[src/rtl/gov_pkg.sv]
package gov_pkg;
   typedef enum logic [2:0] {
      POL_HIGH    = 3'd0,
      POL_LOW     = 3'd1,
      POL_MANUAL  = 3'd2,
      POL_BURST   = 3'd3,
      POL_GRADUAL = 3'd4
   } gov_policy_e;
endpackage

[src/rtl/gov_tick_gen.sv]
module gov_tick_gen #(
   parameter int PER_W = 16
) (
   input  logic             clk,
   input  logic             rst_n,
   input  logic [PER_W-1:0] period_i,
   output logic             tick_o
);
   logic [PER_W-1:0] cnt_q;
   logic [PER_W-1:0] last_c;

   always_comb begin
      last_c = (period_i == '0) ? '0 : period_i - PER_W'(1);
      tick_o = (cnt_q >= last_c);
   end

   always_ff @(posedge clk) begin
      if (!rst_n)      cnt_q <= '0;
      else if (tick_o) cnt_q <= '0;
      else             cnt_q <= cnt_q + PER_W'(1);
   end

   // with a fixed period above one, ticks never come back to back
   assert_tick_spacing_R2: assert property (@(posedge clk) disable iff (!rst_n)
      ($past(tick_o) && $past(period_i) == period_i && period_i > PER_W'(1)) |-> !tick_o);
endmodule

[src/rtl/gov_range.sv]
module gov_range #(
   parameter int NUM_LEVELS = 8,
   parameter int LVL_W      = 3
) (
   input  logic [LVL_W-1:0] lvl_min_i,
   input  logic [LVL_W-1:0] lvl_max_i,
   output logic [LVL_W-1:0] floor_o,
   output logic [LVL_W-1:0] ceil_o
);
   localparam logic [LVL_W-1:0] TOP = LVL_W'(NUM_LEVELS - 1);

   generate
      if (NUM_LEVELS == (1 << LVL_W)) begin : g_full
         assign ceil_o = lvl_max_i;
      end else begin : g_partial
         assign ceil_o = (lvl_max_i > TOP) ? TOP : lvl_max_i;
      end
   endgenerate

   assign floor_o = (lvl_min_i > ceil_o) ? ceil_o : lvl_min_i;
endmodule

[src/rtl/gov_policy.sv]
module gov_policy
   import gov_pkg::*;
#(
   parameter int LVL_W  = 3,
   parameter int UTIL_W = 8
) (
   input  logic [2:0]        policy_i,
   input  logic [UTIL_W-1:0] util_i,
   input  logic [UTIL_W-1:0] up_thr_i,
   input  logic [UTIL_W-1:0] down_thr_i,
   input  logic [LVL_W-1:0]  user_lvl_i,
   input  logic [LVL_W-1:0]  cur_i,
   input  logic [LVL_W-1:0]  floor_i,
   input  logic [LVL_W-1:0]  ceil_i,
   output logic [LVL_W-1:0]  decide_o,
   output logic [LVL_W-1:0]  keep_o
);
   logic [LVL_W:0] raw_c;
   logic [LVL_W:0] dec_c;
   logic [LVL_W:0] inc_c;
   logic           over_c;
   logic           under_c;

   function automatic logic [LVL_W-1:0] fit(input logic [LVL_W:0] v,
                                            input logic [LVL_W-1:0] lo,
                                            input logic [LVL_W-1:0] hi);
      if (v < {1'b0, lo})      return lo;
      else if (v > {1'b0, hi}) return hi;
      else                     return v[LVL_W-1:0];
   endfunction

   always_comb begin
      over_c  = (util_i > up_thr_i);
      under_c = (util_i < down_thr_i);
      inc_c   = {1'b0, cur_i} + (LVL_W+1)'(1);
      dec_c   = (cur_i == '0) ? '0 : {1'b0, cur_i} - (LVL_W+1)'(1);
      case (gov_policy_e'(policy_i))
         POL_HIGH:    raw_c = {1'b0, ceil_i};
         POL_LOW:     raw_c = {1'b0, floor_i};
         POL_MANUAL:  raw_c = {1'b0, user_lvl_i};
         POL_BURST:   raw_c = over_c ? {1'b0, ceil_i} : dec_c;
         POL_GRADUAL: raw_c = over_c ? inc_c : (under_c ? dec_c : {1'b0, cur_i});
         default:     raw_c = {1'b0, cur_i};
      endcase
      decide_o = fit(raw_c, floor_i, ceil_i);
      keep_o   = fit({1'b0, cur_i}, floor_i, ceil_i);
   end
endmodule

[src/rtl/freq_governor.sv]
module freq_governor #(
   parameter int NUM_LEVELS = 8,
   parameter int LVL_W      = (NUM_LEVELS > 1) ? $clog2(NUM_LEVELS) : 1,
   parameter int UTIL_W     = 8,
   parameter int PER_W      = 16
) (
   input  logic              clk,
   input  logic              rst_n,
   input  logic [UTIL_W-1:0] util_i,
   input  logic [2:0]        policy_i,
   input  logic [UTIL_W-1:0] up_thr_i,
   input  logic [UTIL_W-1:0] down_thr_i,
   input  logic [PER_W-1:0]  period_i,
   input  logic [LVL_W-1:0]  lvl_min_i,
   input  logic [LVL_W-1:0]  lvl_max_i,
   input  logic [LVL_W-1:0]  user_lvl_i,
   output logic [LVL_W-1:0]  level_o,
   output logic              change_o
);
   generate
      if (NUM_LEVELS < 2) begin : g_bad_levels
         $error("freq_governor: NUM_LEVELS must be at least 2");
      end
      if ((1 << LVL_W) < NUM_LEVELS) begin : g_bad_lvl_w
         $error("freq_governor: LVL_W too narrow for NUM_LEVELS");
      end
      if (UTIL_W < 1 || PER_W < 1) begin : g_bad_widths
         $error("freq_governor: UTIL_W and PER_W must be positive");
      end
   endgenerate

   logic             tick;
   logic [LVL_W-1:0] floor_c;
   logic [LVL_W-1:0] ceil_c;
   logic [LVL_W-1:0] decide_c;
   logic [LVL_W-1:0] keep_c;
   logic [LVL_W-1:0] next_c;

   gov_tick_gen #(.PER_W(PER_W)) u_tick (
      .clk(clk), .rst_n(rst_n), .period_i(period_i), .tick_o(tick)
   );

   gov_range #(.NUM_LEVELS(NUM_LEVELS), .LVL_W(LVL_W)) u_range (
      .lvl_min_i(lvl_min_i), .lvl_max_i(lvl_max_i),
      .floor_o(floor_c), .ceil_o(ceil_c)
   );

   gov_policy #(.LVL_W(LVL_W), .UTIL_W(UTIL_W)) u_policy (
      .policy_i(policy_i), .util_i(util_i), .up_thr_i(up_thr_i),
      .down_thr_i(down_thr_i), .user_lvl_i(user_lvl_i), .cur_i(level_o),
      .floor_i(floor_c), .ceil_i(ceil_c), .decide_o(decide_c), .keep_o(keep_c)
   );

   assign next_c = tick ? decide_c : keep_c;

   always_ff @(posedge clk) begin
      if (!rst_n) begin
         level_o  <= ceil_c;
         change_o <= 1'b0;
      end else begin
         level_o  <= next_c;
         change_o <= (next_c != level_o);
      end
   end

   // the level always lies within the range seen on the previous cycle
   assert_in_range_R8: assert property (@(posedge clk) disable iff (!rst_n)
      level_o >= $past(floor_c) && level_o <= $past(ceil_c));

   // the strobe marks exactly the cycles with a new level
   assert_change_pulse_R9: assert property (@(posedge clk) disable iff (!rst_n)
      change_o == (level_o != $past(level_o)));

   // without a tick an in-range level stays put
   assert_hold_no_tick_R2: assert property (@(posedge clk) disable iff (!rst_n)
      (!$past(tick) && $past(level_o) >= $past(floor_c) && $past(level_o) <= $past(ceil_c))
      |-> $stable(level_o));

   // the gradual policy moves at most one step per decision
   assert_gradual_step_R7: assert property (@(posedge clk) disable iff (!rst_n)
      ($past(tick) && $past(policy_i) == 3'd4 &&
       $past(level_o) >= $past(floor_c) && $past(level_o) <= $past(ceil_c))
      |-> ({1'b0, level_o} <= {1'b0, $past(level_o)} + (LVL_W+1)'(1) &&
           {1'b0, $past(level_o)} <= {1'b0, level_o} + (LVL_W+1)'(1)));

   // a decision under the pinned-high policy lands on the ceiling
   assert_high_policy_R3: assert property (@(posedge clk) disable iff (!rst_n)
      ($past(tick) && $past(policy_i) == 3'd0) |-> level_o == $past(ceil_c));
endmodule

[config.mk]
export PLATFORM = sky130hd
export DESIGN_NAME = freq_governor
export DESIGN_NICKNAME = d
export VERILOG_FILES = /design/src/rtl/gov_pkg.sv /design/src/rtl/gov_tick_gen.sv /design/src/rtl/gov_range.sv /design/src/rtl/gov_policy.sv /design/src/rtl/freq_governor.sv
export SDC_FILE = /design/constraint.sdc
export NUM_CORES = 1
export LEC_CHECK = 0
export ABC_AREA = 1
export BUFFER_PORTS_ARGS = -buffer_cell sky130_fd_sc_hd__buf_4
export CAP_MARGIN = 40
export CORE_ASPECT_RATIO = 1.4
export CORE_MARGIN = 3
export CORE_UTILIZATION = 49
export CTS_CLUSTER_SIZE = 10
export DETAILED_ROUTE_END_ITERATION = 7
export PLACE_DENSITY = 0.71
export SYNTH_ARGS = -nofsm -noshare
export SYNTH_HDL_FRONTEND = slang
export SYNTH_HIERARCHICAL = 1
export SYNTH_SLANG_ARGS = --single-unit
[constraint.sdc]
create_clock -name clk -period 7.5 [get_ports clk]
set_clock_uncertainty 0.15 [all_clocks]
set_input_delay 0.375 -clock clk [delete_from_list [all_inputs] [get_ports clk]]
set_output_delay 0.375 -clock clk [all_outputs]
set_load 0.02 [all_outputs]
# ---- Word level (Yosys, flattened, before mapping)
# Index checks and enable logic that the tools add are counted.
dict set report classes {
  mux 13
  order_cmp 8
  n_reduce_logical 4
  bitwise 1
  addsub 4
  n_eq_ne 5
}
# cell count
set op_table {}
lappend op_table {{2-to-1 mux 3 bit} 7}
lappend op_table {{one-hot mux 4 bit (5 select lines)} 1}
lappend op_table {{adder 16 x 1 -> 16 bit (second input constant)} 1}
lappend op_table {{>= comparator 16 bit} 1}
lappend op_table {{zero test 16 bit} 1}
lappend op_table {{2-to-1 mux 16 bit} 1}
lappend op_table {{2-to-1 mux 4 bit} 4}
lappend op_table {{subtractor 16 x 1 -> 16 bit (second input constant)} 1}
lappend op_table {{greater-than comparator 8 bit} 1}
lappend op_table {{less-than comparator 8 bit} 1}
lappend op_table {{equality test 3 x 2 -> 1 bit (second input constant)} 2}
lappend op_table {{greater-than comparator 3 bit} 2}
lappend op_table {{zero test 3 bit} 2}
lappend op_table {{adder 3 x 1 -> 4 bit (second input constant)} 1}
lappend op_table {{greater-than comparator 4 x 3 -> 1 bit} 1}
lappend op_table {{less-than comparator 4 x 3 -> 1 bit} 1}
lappend op_table {{subtractor 3 x 1 -> 4 bit (second input constant)} 1}
lappend op_table {{equality test 3 x 1 -> 1 bit (second input constant)} 1}
lappend op_table {{equality test 3 bit (second input constant)} 1}
lappend op_table {{less-than comparator 3 bit} 1}
lappend op_table {{inequality test 3 bit} 1}
lappend op_table {{OR reduction 2 bit} 1}
lappend op_table {{NOT 1 bit} 1}
dict set report totals {
  ff_bits 20
  input_bits 54
  wordCells 38
}

# ---- Longest topological paths before layout
# Gate-level depths: netlist of the first run.
dict set report logic_depth {
  depth_word 10
  depth_mapped 33
  mapped_depth_nobuf 33
}

# ---- Modules after synthesis
# Netlist of the first run, hierarchy kept.
# module area_per_inst_um2 instances seq_area_each_um2 cells_each
set modules_own_cells {}
lappend modules_own_cells {gov_tick_gen 1725.4 1 320.3 257}
lappend modules_own_cells {gov_policy 1280.0 1 0.0 216}
lappend modules_own_cells {freq_governor 237.7 1 80.1 40}
lappend modules_own_cells {gov_range 143.9 1 0.0 24}

# ---- Worst setup path after synthesis of the first run
# No wires, ideal clock.
dict set report synth_timing {
  path_type {input -> register}
  start {input lvl_max_i[2]}
  end {register change_o}
  setup_slack_ps 4201
  required_ps 7238
  n_path_buf 0
  stages 31
  t_arrival_ps 3037
  setup_time_ps 112
  cell_sequence {inv_1 ha_1 nand3_1 nand2_2 nand2_2 nand2_1 nand2_1 inv_1 o21ai_1 a221oi_1 nand2_1 clkinv_1 a22oi_1 ha_1 inv_1 nor2_1 o21ai_0 a32oi_1 nor2_4 inv_2 nand2_1 o21ai_2 nand2_1 nand2_1 inv_1 nand2_1 nand3_1 nand2_1 nand2_1 nor2_1 nor2_1}
}
dict set report synth_via {
  elab_chain_cells 8
}
# element line
set synth_rtl {}
lappend synth_rtl {{start, declared} freq_governor.sv:15} ;# input logic [LVL_W-1:0] lvl_max_i,
lappend synth_rtl {{greater-than comparator 3 bit (*)} gov_range.sv:20} ;# assign floor_o = (lvl_min_i > ceil_o) ? ceil_o : lvl_min_i;
lappend synth_rtl {{2-to-1 mux 3 bit (*)} gov_range.sv:20}
lappend synth_rtl {{named net floor_c[1]} freq_governor.sv:33} ;# logic [LVL_W-1:0] floor_c;
lappend synth_rtl {{one-hot mux 4 bit (5 select lines)} gov_policy.sv:37} ;# case (gov_policy_e'(policy_i))
lappend synth_rtl {{greater-than comparator 4 x 3 -> 1 bit} gov_policy.sv:28} ;# else if (v > {1'b0, hi}) return hi;
lappend synth_rtl {{2-to-1 mux 3 bit} gov_policy.sv:28}
lappend synth_rtl {{2-to-1 mux 3 bit (*)} gov_policy.sv:27} ;# if (v < {1'b0, lo}) return lo;
lappend synth_rtl {{named net decide_c[0]} freq_governor.sv:35} ;# logic [LVL_W-1:0] decide_c;
lappend synth_rtl {{2-to-1 mux 3 bit (*)} freq_governor.sv:54} ;# assign next_c = tick ? decide_c : keep_c;
lappend synth_rtl {{inequality test 3 bit (*)} freq_governor.sv:62} ;# change_o <= (next_c != level_o);
lappend synth_rtl {{end signal, assigned} freq_governor.sv:62}
lappend synth_rtl {{end, declared} freq_governor.sv:18} ;# output logic change_o
# The timed path passes the listed nets; every way through them passes the cells marked *.
# A chain may end at the register's enable or synchronous reset.

# ---- Worst setup path in the final report of the first run
dict set report layout_timing {
  start {register level_o[0]}
  end {register change_o}
}
dict set report layout_via {
  elab_chain_cells 10
}
# element line
set layout_rtl {}
lappend layout_rtl {{start, declared} freq_governor.sv:17} ;# output logic [LVL_W-1:0] level_o,
lappend layout_rtl {{start signal, assigned} freq_governor.sv:58} ;# level_o <= ceil_c;
lappend layout_rtl {{start signal, assigned} freq_governor.sv:61} ;# level_o <= next_c;
lappend layout_rtl {{subtractor 3 x 1 -> 4 bit / zero test 3 bit (equally long branches)} gov_policy.sv:36} ;# dec_c = (cur_i == '0) ? '0 : {1'b0, cur_i} - (LVL_W+1)'(1);
lappend layout_rtl {{2-to-1 mux 4 bit} gov_policy.sv:36}
lappend layout_rtl {{2-to-1 mux 4 bit (2 in a row)} gov_policy.sv:42} ;# POL_GRADUAL: raw_c = over_c ? inc_c : (under_c ? dec_c : {1'b0, cur_i});
lappend layout_rtl {{one-hot mux 4 bit (5 select lines) (*)} gov_policy.sv:37}
lappend layout_rtl {{greater-than comparator 4 x 3 -> 1 bit} gov_policy.sv:28}
lappend layout_rtl {{2-to-1 mux 3 bit} gov_policy.sv:28}
lappend layout_rtl {{2-to-1 mux 3 bit (*)} gov_policy.sv:27}
lappend layout_rtl {{named net decide_c[2]} freq_governor.sv:35}
lappend layout_rtl {{2-to-1 mux 3 bit (*)} freq_governor.sv:54}
lappend layout_rtl {{inequality test 3 bit (*)} freq_governor.sv:62}
# Marks and branches as above.

==> summary.json, run 1 <==
{
  "status": {"value": "finished, final reports clean"},
  "static-leakage-power": {"value": 2.10, "unit": "nW"},
  "num_antenna_cells": {"value": 0},
  "routed_wirelength": {"value": 7830, "unit": "um"},
  "timing_worst_slew_pin_value": {"value": 0.602, "unit": "ns"},
  "finalNetCount": {"value": 698},
  "synth_xor_area_share": {"value": 4.40, "unit": "%"},
  "synth-edff-count": {"value": 0},
  "synth-main-ff-cell": {"value": "sky130_fd_sc_hd__dfxtp_1"},
  "routability_congestion_estimate": {"value": 0.939},
  "netlist-cell-type-count": {"value": 45},
  "wl_cell": {"value": 11.4, "unit": "um"},
  "synth_top_family_by_area": {"value": "simple AND/OR/NAND/NOR gates"},
  "synth.mux.area_fraction": {"value": 0, "unit": "%"},
  "drc_errors": {"value": 0},
  "power.share.combinational": {"value": 57.0, "unit": "%"},
  "critical_path_arrival": {"value": 3.68, "unit": "ns"},
  "mappedNetlistNets": {"value": 641},
  "grt_start_max_net_pins": {"value": 17},
  "timing.final.crit_period": {"value": 3.67, "unit": "ns"},
  "rr_endpoint": {"value": "change_o"},
  "maximum_level_of_the_cts_h_tree": {"value": 1},
  "critPathSlowestCell": {"value": "sky130_fd_sc_hd__dfxtp_1"},
  "peakVddDrop": {"value": 0.115, "unit": "mV"},
  "die-height": {"value": 104, "unit": "um"},
  "worst_path_most_repeated_cell": {"value": "sky130_fd_sc_hd__nand2_1"},
  "grt_setup_unrepaired": {"value": "no"},
  "post_synth_fa_ha_maj_area_fraction": {"value": 18.5, "unit": "%"},
  "worst_ep_required_time": {"value": 7.51, "unit": "ns"},
  "end_kind": {"value": "flip-flop"},
  "postCtsResizedCells": {"value": 0},
  "dp_hpwl": {"value": 6650, "unit": "um"},
  "area.growth.synth_to_final": {"value": 16.9, "unit": "%"},
  "core_region_area": {"value": 6660, "unit": "um^2"},
  "report.final.slew_viol_count": {"value": 0},
  "placement_row_count": {"value": 35},
  "first_iter_violations": {"value": 100},
  "yosysWarningCount": {"value": 6},
  "critical_path.top_delay_family": {"value": "simple AND/OR/NAND/NOR gates"},
  "design.die.area": {"value": 7960, "unit": "um^2"},
  "reg2reg_from": {"value": "level_o[0]"},
  "achievable-frequency": {"value": 0.272, "unit": "GHz"},
  "globalRouteTotalUtil": {"value": 19.8, "unit": "%"},
  "port_buffers": {"value": 57},
  "rrSetupSlack": {"value": 3.83, "unit": "ns"},
  "crit_path_start_kind": {"value": "flip-flop"},
  "pwr-share-clk": {"value": 18.8, "unit": "%"},
  "sequential_cell_area_fraction_in_the_yosys_report": {"value": 11.8, "unit": "%"},
  "compound_gate_fraction_of_synth_area": {"value": 9.86, "unit": "%"},
  "cp.buffers_inverters": {"value": 6},
  "start_util": {"value": 50.9, "unit": "%"},
  "hp-start": {"value": "rst_n"},
  "p_sw_share": {"value": 44.1, "unit": "%"},
  "antenna_found_initial": {"value": 0},
  "worst_r2r_path_depth": {"value": 28},
  "finalCritPeriodShare": {"value": 49.0, "unit": "%"},
  "synthArstFlopShare": {"value": 0, "unit": "%"},
  "min_delay_worst_endpoint": {"value": "level_o[2]"},
  "cts_buffer_depth": {"value": 2},
  "tns_setup": {"value": 0, "unit": "ns"},
  "fp.dieW": {"value": 76.3, "unit": "um"},
  "insertion_delay": {"value": 0.25, "unit": "ns"},
  "vias": {"value": 3460},
  "slew_headroom": {"value": 59.8, "unit": "%"},
  "floorplan.io_pins": {"value": 58},
  "post_drt_via_cell_ratio": {"value": 5.05},
  "vias_in_the_first_global_route": {"value": 3409},
  "worst_hold_path.num_cells": {"value": 2},
  "worstHoldPathType": {"value": "input pin to flip-flop"},
  "seq_power_share": {"value": 24.2, "unit": "%"},
  "post_cts_buffers": {"value": 0},
  "path_clk_slew": {"value": 0.08, "unit": "ns"},
  "cpPeakStageDelay": {"value": 0.59, "unit": "ns"},
  "tritoncts": {"value": "yes"},
  "mappedNetlistArea": {"value": 3390, "unit": "um^2"},
  "globalRouteOverflowTotal": {"value": 0},
  "cap_viol_max_count": {"value": 0},
  "utilization": {"value": 59.5, "unit": "%"},
  "cts.hold.buffers_added": {"value": 0},
  "instance_count_of_the_mapped_netlist": {"value": 537},
  "power_density": {"value": 144, "unit": "nW/um^2"},
  "timing_worst_setup_path_type": {"value": "flip-flop to flip-flop"},
  "synthesis.area_per_instance": {"value": 6.31, "unit": "um^2"},
  "finalHoldViolations": {"value": 0},
  "route.antenna.remaining_nets": {"value": 0},
  "power.net_switching": {"value": 252, "unit": "uW"},
  "first_pass_iters": {"value": 4},
  "numClockSinks": {"value": 20},
  "grt_pass1_wl": {"value": 13600, "unit": "um"},
  "timing.critical_path.fanout_max": {"value": 10},
  "synth-seq-cells": {"value": 20},
  "setup_viol": {"value": 0},
  "clock_tree_root_buffer_cell": {"value": "sky130_fd_sc_hd__clkbuf_8"},
  "total_cts_buffers": {"value": 3},
  "yosys.area_share.simple": {"value": 43.1, "unit": "%"},
  "final_layout_size_suffix_gt1_share": {"value": 22.6, "unit": "%"},
  "cell_internal_pwr": {"value": 319, "unit": "uW"}
}
power by group through the flow:
stage	clock network, mW	registers, mW	logic [mW]
2_1_floorplan	0	0.138	0.239
3_3_place_gp	0	0.140	0.317
3_5_place_dp	0	0.142	0.323
4_1_cts	0.109	0.139	0.325
5_1_grt	0.113	0.141	0.374
6_report	0.107	0.138	0.325
per-layer routing:
| metal | routed length [um] | up-vias | track usage [%] |
|---|---|---|---|
| li1 | - | 1827 | - |
| met1 | 3000 | 1556 | 19.1 |
| met2 | 4470 | 65 | 42.3 |
| met3 | 235 | 12 | 1.82 |
| met4 | 120 | 0 | 6.09 |
| met5 | 0 | - | 0 |
layout by cell type, fill, tap and decap left out, types with 3 or more instances in the layout:
cell type,netlist,routed
sky130_fd_sc_hd__nand2_1,134,134
sky130_fd_sc_hd__inv_1,88,88
sky130_fd_sc_hd__buf_4,4,57
sky130_fd_sc_hd__ha_1,50,50
sky130_fd_sc_hd__nand3_1,42,42
sky130_fd_sc_hd__nor2_1,39,39
sky130_fd_sc_hd__nor2_2,24,24
sky130_fd_sc_hd__dfxtp_1,20,20
sky130_fd_sc_hd__a21oi_1,17,17
sky130_fd_sc_hd__nand2_2,14,14
sky130_fd_sc_hd__xor2_1,13,13
sky130_fd_sc_hd__o21ai_0,10,10
sky130_fd_sc_hd__inv_2,9,9
sky130_fd_sc_hd__nor2_4,8,8
sky130_fd_sc_hd__o21ai_1,7,7
sky130_fd_sc_hd__o211ai_1,6,6
sky130_fd_sc_hd__nand4_1,6,6
sky130_fd_sc_hd__nor3_1,5,5
sky130_fd_sc_hd__xnor2_1,4,4
sky130_fd_sc_hd__a31oi_1,3,3
sky130_fd_sc_hd__nand2_4,3,3
sky130_fd_sc_hd__clkbuf_8,0,3
sky130_fd_sc_hd__nand3_2,3,3
Yosys cell counts (2+ instances only):
| cell | instances | area, um^2 |
|---|---|---|
| sky130_fd_sc_hd__nand4_4 | 2 | 42.5 |
| sky130_fd_sc_hd__o211ai_1 | 6 | 45.0 |
| sky130_fd_sc_hd__dfxtp_1 | 20 | 400 |
| sky130_fd_sc_hd__nand3_2 | 3 | 30.0 |
| sky130_fd_sc_hd__nor2_4 | 8 | 90.1 |
| sky130_fd_sc_hd__clkinv_1 | 2 | 7.51 |
| sky130_fd_sc_hd__nor2_1 | 39 | 146 |
| sky130_fd_sc_hd__inv_1 | 88 | 330 |
| sky130_fd_sc_hd__o21ai_1 | 7 | 35.0 |
| sky130_fd_sc_hd__nand2_4 | 3 | 33.8 |
| sky130_fd_sc_hd__buf_4 | 4 | 30.0 |
| sky130_fd_sc_hd__ha_1 | 50 | 626 |
| sky130_fd_sc_hd__xnor2_1 | 4 | 35.0 |
| sky130_fd_sc_hd__nand2_2 | 14 | 87.6 |
| sky130_fd_sc_hd__nor2_2 | 24 | 150 |
| sky130_fd_sc_hd__a31oi_1 | 3 | 18.8 |
| sky130_fd_sc_hd__nor3_1 | 5 | 25.0 |
| sky130_fd_sc_hd__inv_2 | 9 | 33.8 |
| sky130_fd_sc_hd__o21a_1 | 2 | 15.0 |
| sky130_fd_sc_hd__a21oi_1 | 17 | 85.1 |
| sky130_fd_sc_hd__nand2_1 | 134 | 503 |
| sky130_fd_sc_hd__nand4_1 | 6 | 37.5 |
| sky130_fd_sc_hd__nor3_2 | 2 | 20.0 |
| sky130_fd_sc_hd__nand3_1 | 42 | 210 |
| sky130_fd_sc_hd__xor2_1 | 13 | 114 |
| sky130_fd_sc_hd__o21ai_0 | 10 | 50.1 |
| sky130_fd_sc_hd__or2_1 | 2 | 12.5 |
how the worst max path moves through the flow:
stage | depth (start not counted) | end | start | slack, ns
after global placement | 31 | change_o | lvl_max_i[2] | 3.87
after global routing | 28 | change_o | level_o[0] | 3.44
after CTS | 28 | change_o | level_o[1] | 3.83
after detailed placement | 31 | change_o | lvl_max_i[2] | 3.68
after floorplan | 31 | change_o | lvl_max_i[2] | 4.20
final | 28 | change_o | level_o[0] | 3.83
cell families after synthesis:
group / after synthesis
AO/OA/AOI/OAI: 55
XOR/XNOR: 17
adder cells (fa/ha/maj): 50
flip-flops: 20
buffers and inverters: 105
AND/OR/NAND/NOR: 290
sequential cells by signal, indices dropped and copies added (netlist names):
signal	flops
level_o	3
change_o	1
u_tick/cnt_q	16
cell type report:
type                       count  area, um^2
clock inverter                 1        30.0
inverter                     100         378
clock buffer                   3        41.3
fill                         679        2700
tap                           92         115
sequential                    20         400
timing repair buffer          57         428
multi-input combinational    412        2570
stage by stage:
stage          area (um^2)  power [mW]  instances  hold slack (ns)  worst slack [ns]
2_1_floorplan         3390       0.377        537            0.290              4.20
3_3_place_gp          3890       0.458        681            0.303              3.87
3_5_place_dp          3890       0.465        681            0.312              3.68
4_1_cts               3960       0.573        685            0.227              3.83
5_1_grt               3960       0.629        685            0.233              3.44
6_report              3960       0.571        685            0.229              3.83
Power figures use the tool's default switching activity.
==> inputs of run 2 (changes only) <==
ABC_AREA = 0   (was 1)
PLACE_DENSITY = 0.72   (was 0.71)
clock period = 3.8 ns   (was 7.5 ns; I/O delays follow)
==> summary.json, run 2 <==
{
  "status": {"value": "complete, but fails checks"},
  "violations": {"value": "setup timing"},
  "cts_buffer_depth": {"value": 2},
  "tritoncts": {"value": "yes"},
  "grt_pass1_wl": {"value": 12100, "unit": "um"},
  "setup_viol": {"value": 4},
  "first_iter_violations": {"value": 134},
  "path_clk_slew": {"value": 0.08, "unit": "ns"},
  "instance_count_of_the_mapped_netlist": {"value": 375},
  "vias": {"value": 2929},
  "first_pass_iters": {"value": 4},
  "routability_congestion_estimate": {"value": 0.863},
  "power_density": {"value": 290, "unit": "nW/um^2"},
  "placement_row_count": {"value": 32},
  "grt_peak_use_layer": {"value": "met2"},
  "finalHoldViolations": {"value": 0},
  "timing.critical_path.fanout_max": {"value": 3},
  "timing_worst_slew_pin_value": {"value": 0.590, "unit": "ns"},
  "max_reg_flops": {"value": 16},
  "finalPower": {"value": 1.11, "unit": "mW"},
  "wl_cell": {"value": 13.8, "unit": "um"},
  "post_drt_via_cell_ratio": {"value": 5.54},
  "fillerInstances": {"value": 498},
  "floorplan.io_pins": {"value": 58},
  "peakVddDrop": {"value": 0.198, "unit": "mV"},
  "end_kind": {"value": "flip-flop"},
  "globalRouteOverflowTotal": {"value": 0},
  "static-leakage-power": {"value": 1.81, "unit": "nW"},
  "numClockSinks": {"value": 20},
  "top_regs": {"value": "u_tick/cnt_q (16), level_o (3), change_o (1)"},
  "design.die.area": {"value": 6990, "unit": "um^2"},
  "pwr-share-clk": {"value": 18.9, "unit": "%"},
  "drc_errors": {"value": 0},
  "timing.final.crit_period": {"value": 4.12, "unit": "ns"},
  "cts.hold.buffers_added": {"value": 0},
  "timing_worst_setup_path_type": {"value": "input pin to flip-flop"},
  "synth.largest_area_cell": {"value": "sky130_fd_sc_hd__ha_1"},
  "fp.dieW": {"value": 71.5, "unit": "um"},
  "num_antenna_cells": {"value": 0},
  "use_met2": {"value": 39.7, "unit": "%"},
  "post_synth_most_frequent_cells": {"value": "sky130_fd_sc_hd__ha_1, sky130_fd_sc_hd__nor2_1, sky130_fd_sc_hd__inv_1"},
  "grt_setup_unrepaired": {"value": "yes"},
  "groute.layer.met1.usage": {"value": 22.4, "unit": "%"},
  "cap_viol_max_count": {"value": 0},
  "multi_input_comb_area": {"value": 2440, "unit": "um^2"},
  "power.share.combinational": {"value": 59.5, "unit": "%"},
  "crit_chain": {"value": "buf_6 -> inv_4 -> ha_4 -> and3_4 -> a211oi_4 -> mux2_4 -> a22oi_2 -> o211ai_1 -> a221oi_1 -> a21oi_1 -> o31a_1 -> ha_1 -> a21o_1 -> a21oi_2 -> a31oi_2 -> or2_1 -> o31a_1 -> mux2i_1 -> mux2i_1 -> xnor2_1 -> o31a_1"},
  "achievable-frequency": {"value": 0.243, "unit": "GHz"},
  "synthArstFlopShare": {"value": 0, "unit": "%"},
  "regArea": {"value": 400, "unit": "um^2"},
  "p_sw_share": {"value": 36.7, "unit": "%"},
  "final_layout_size_suffix_gt1_share": {"value": 28.4, "unit": "%"},
  "netlist-cell-type-count": {"value": 64},
  "synthesis.area_per_instance": {"value": 7.85, "unit": "um^2"},
  "sequential_cell_area_fraction_in_the_yosys_report": {"value": 13.6, "unit": "%"},
  "post-synth-top-count-cell": {"value": "sky130_fd_sc_hd__ha_1"},
  "report.final.slew_viol_count": {"value": 0},
  "insertion_delay": {"value": 0.26, "unit": "ns"},
  "critical_path_arrival": {"value": 4.12, "unit": "ns"},
  "ys_top_cells_by_area": {"value": "sky130_fd_sc_hd__ha_1, sky130_fd_sc_hd__dfxtp_1, sky130_fd_sc_hd__nor2_1, sky130_fd_sc_hd__mux2i_1, sky130_fd_sc_hd__inv_1"},
  "synth-main-ff-cell": {"value": "sky130_fd_sc_hd__dfxtp_1"},
  "vias_in_the_first_global_route": {"value": 2892},
  "maximum_level_of_the_cts_h_tree": {"value": 1},
  "dp_hpwl": {"value": 6070, "unit": "um"},
  "seq_power_share": {"value": 21.6, "unit": "%"},
  "crit_path_start_kind": {"value": "input pin"},
  "total_cts_buffers": {"value": 3},
  "slew_headroom": {"value": 60.4, "unit": "%"},
  "layout_common_cells": {"value": "sky130_fd_sc_hd__buf_4, sky130_fd_sc_hd__ha_1, sky130_fd_sc_hd__nor2_1"},
  "finalCritPeriodShare": {"value": 108, "unit": "%"},
  "die-height": {"value": 97.7, "unit": "um"},
  "synth-seq-cells": {"value": 20},
  "tns_setup": {"value": -0.408, "unit": "ns"},
  "worst_ep_required_time": {"value": 3.80, "unit": "ns"},
  "yosysWarningCount": {"value": 6},
  "port_buffers": {"value": 57},
  "start_util": {"value": 52.1, "unit": "%"},
  "mappedNetlistNets": {"value": 479},
  "critPathSlowestCell": {"value": "sky130_fd_sc_hd__mux2_4"},
  "synth-edff-count": {"value": 0},
  "routed_wirelength": {"value": 7320, "unit": "um"},
  "commonest_non_fill_non_tap_cell_in_the_layout": {"value": "sky130_fd_sc_hd__buf_4"},
  "mappedNetlistArea": {"value": 2940, "unit": "um^2"},
  "final.setup.worst_slack": {"value": -0.318, "unit": "ns"},
  "route.antenna.remaining_nets": {"value": 0},
  "finalNetCount": {"value": 566},
  "globalRouteTotalUtil": {"value": 20.6, "unit": "%"},
  "worstHoldPathType": {"value": "input pin to flip-flop"},
  "cp.buffers_inverters": {"value": 2},
  "power.net_switching": {"value": 407, "unit": "uW"},
  "antenna_found_initial": {"value": 0},
  "top_register": {"value": "u_tick/cnt_q"},
  "cell_internal_pwr": {"value": 702, "unit": "uW"},
  "grt_start_max_net_pins": {"value": 15},
  "critical_path.top_delay_family": {"value": "compound AO/OA/AOI/OAI gates"},
  "synthDominantCellAreaShare": {"value": 21.2, "unit": "%"},
  "core_region_area": {"value": 5650, "unit": "um^2"},
  "clock_tree_root_buffer_cell": {"value": "sky130_fd_sc_hd__clkbuf_8"},
  "area.growth.synth_to_final": {"value": 30.0, "unit": "%"},
  "met3_usage": {"value": 1.04, "unit": "%"},
  "worst_path_most_repeated_cell": {"value": "sky130_fd_sc_hd__o31a_1"},
  "cpPeakStageDelay": {"value": 0.35, "unit": "ns"}
}
==> run 2: path summary, 6_finish.rpt <==
path / start / end / slack (ns) / cells past startpoint
setup / recovery: lvl_max_i[1] / change_o / -0.32 / 21
hold / removal: rst_n / level_o[1] / 0.01 / 2
setup reg to reg: level_o[0] / change_o / 0.04 / 17
hold reg to reg: u_tick/cnt_q[0] / u_tick/cnt_q[0] / 0.33 / 1
==> run 2: through the flow <==
stage	util, %	setup WS, ns	hold WS (ns)	cells	cell area [um^2]
final	67.8	-0.318	0.0109	529	3830
after global routing	67.8	-0.464	0.00875	529	3830
after CTS	66.0	-0.171	0.00898	527	3730
after detailed placement	64.8	-0.446	0.289	523	3660
after global placement	64.6	-0.318	0.280	522	3650
after floorplan	-	-0.132	0.130	375	2960
==> run 2: cell type report <==
type                       count  area share (%)
clock buffer                   3            1.08
clock inverter                 1           0.784
inverter                      35            3.56
multi-input combinational    311            63.9
sequential                    20            10.5
tap                           68            2.22
timing repair buffer          91            18.0
==> run 2: kinds of logic after synthesis <==
family	share of synthesized area (%)
and+or+nand+nor	25.8
AOI/OAI and AO/OA	18.0
adders and majority gates	21.2
buffers and inverters	6.25
xor gates and xnor gates	8.63
DFF	13.6
muxes	6.42
==> run 2: layer usage <==
metal  part of all wire (%)  wire [um]
met1                     39       2830
met3                    3.9        287
met4                    3.6        260
met2                     54       3940
met5                      0          0
==> run 2: worst register-to-register path, cell delays in order (launching register included) <==
cell	delay (ns)
sky130_fd_sc_hd__dfxtp_1	0.31
sky130_fd_sc_hd__inv_1	0.17
sky130_fd_sc_hd__ha_1	0.26
sky130_fd_sc_hd__nand2b_1	0.16
sky130_fd_sc_hd__nor2_1	0.05
sky130_fd_sc_hd__a221oi_1	0.31
sky130_fd_sc_hd__o31ai_1	0.11
sky130_fd_sc_hd__a41oi_1	0.21
sky130_fd_sc_hd__nor2_1	0.11
sky130_fd_sc_hd__ha_1	0.33
sky130_fd_sc_hd__a21oi_2	0.17
sky130_fd_sc_hd__a31oi_2	0.06
sky130_fd_sc_hd__or2_1	0.28
sky130_fd_sc_hd__o31a_1	0.30
sky130_fd_sc_hd__mux2i_1	0.14
sky130_fd_sc_hd__mux2i_1	0.12
sky130_fd_sc_hd__xnor2_1	0.14
sky130_fd_sc_hd__o31a_1	0.27
==> run 2: what timing repair did <==
item                       CTS  global route
buffers inserted             0             2
gates resized for setup      0            17
pin swaps                    0            18
setup endpoints to repair    1             4
==> run 2: power groups by stage <==
stage | registers [mW] | logic [mW] | clock network, mW
global placement | 0.244 | 0.610 | 0
detailed placement | 0.245 | 0.627 | 0
global route | 0.243 | 0.727 | 0.223
floorplan | 0.261 | 0.377 | 0
CTS | 0.239 | 0.630 | 0.215
finish | 0.240 | 0.660 | 0.210
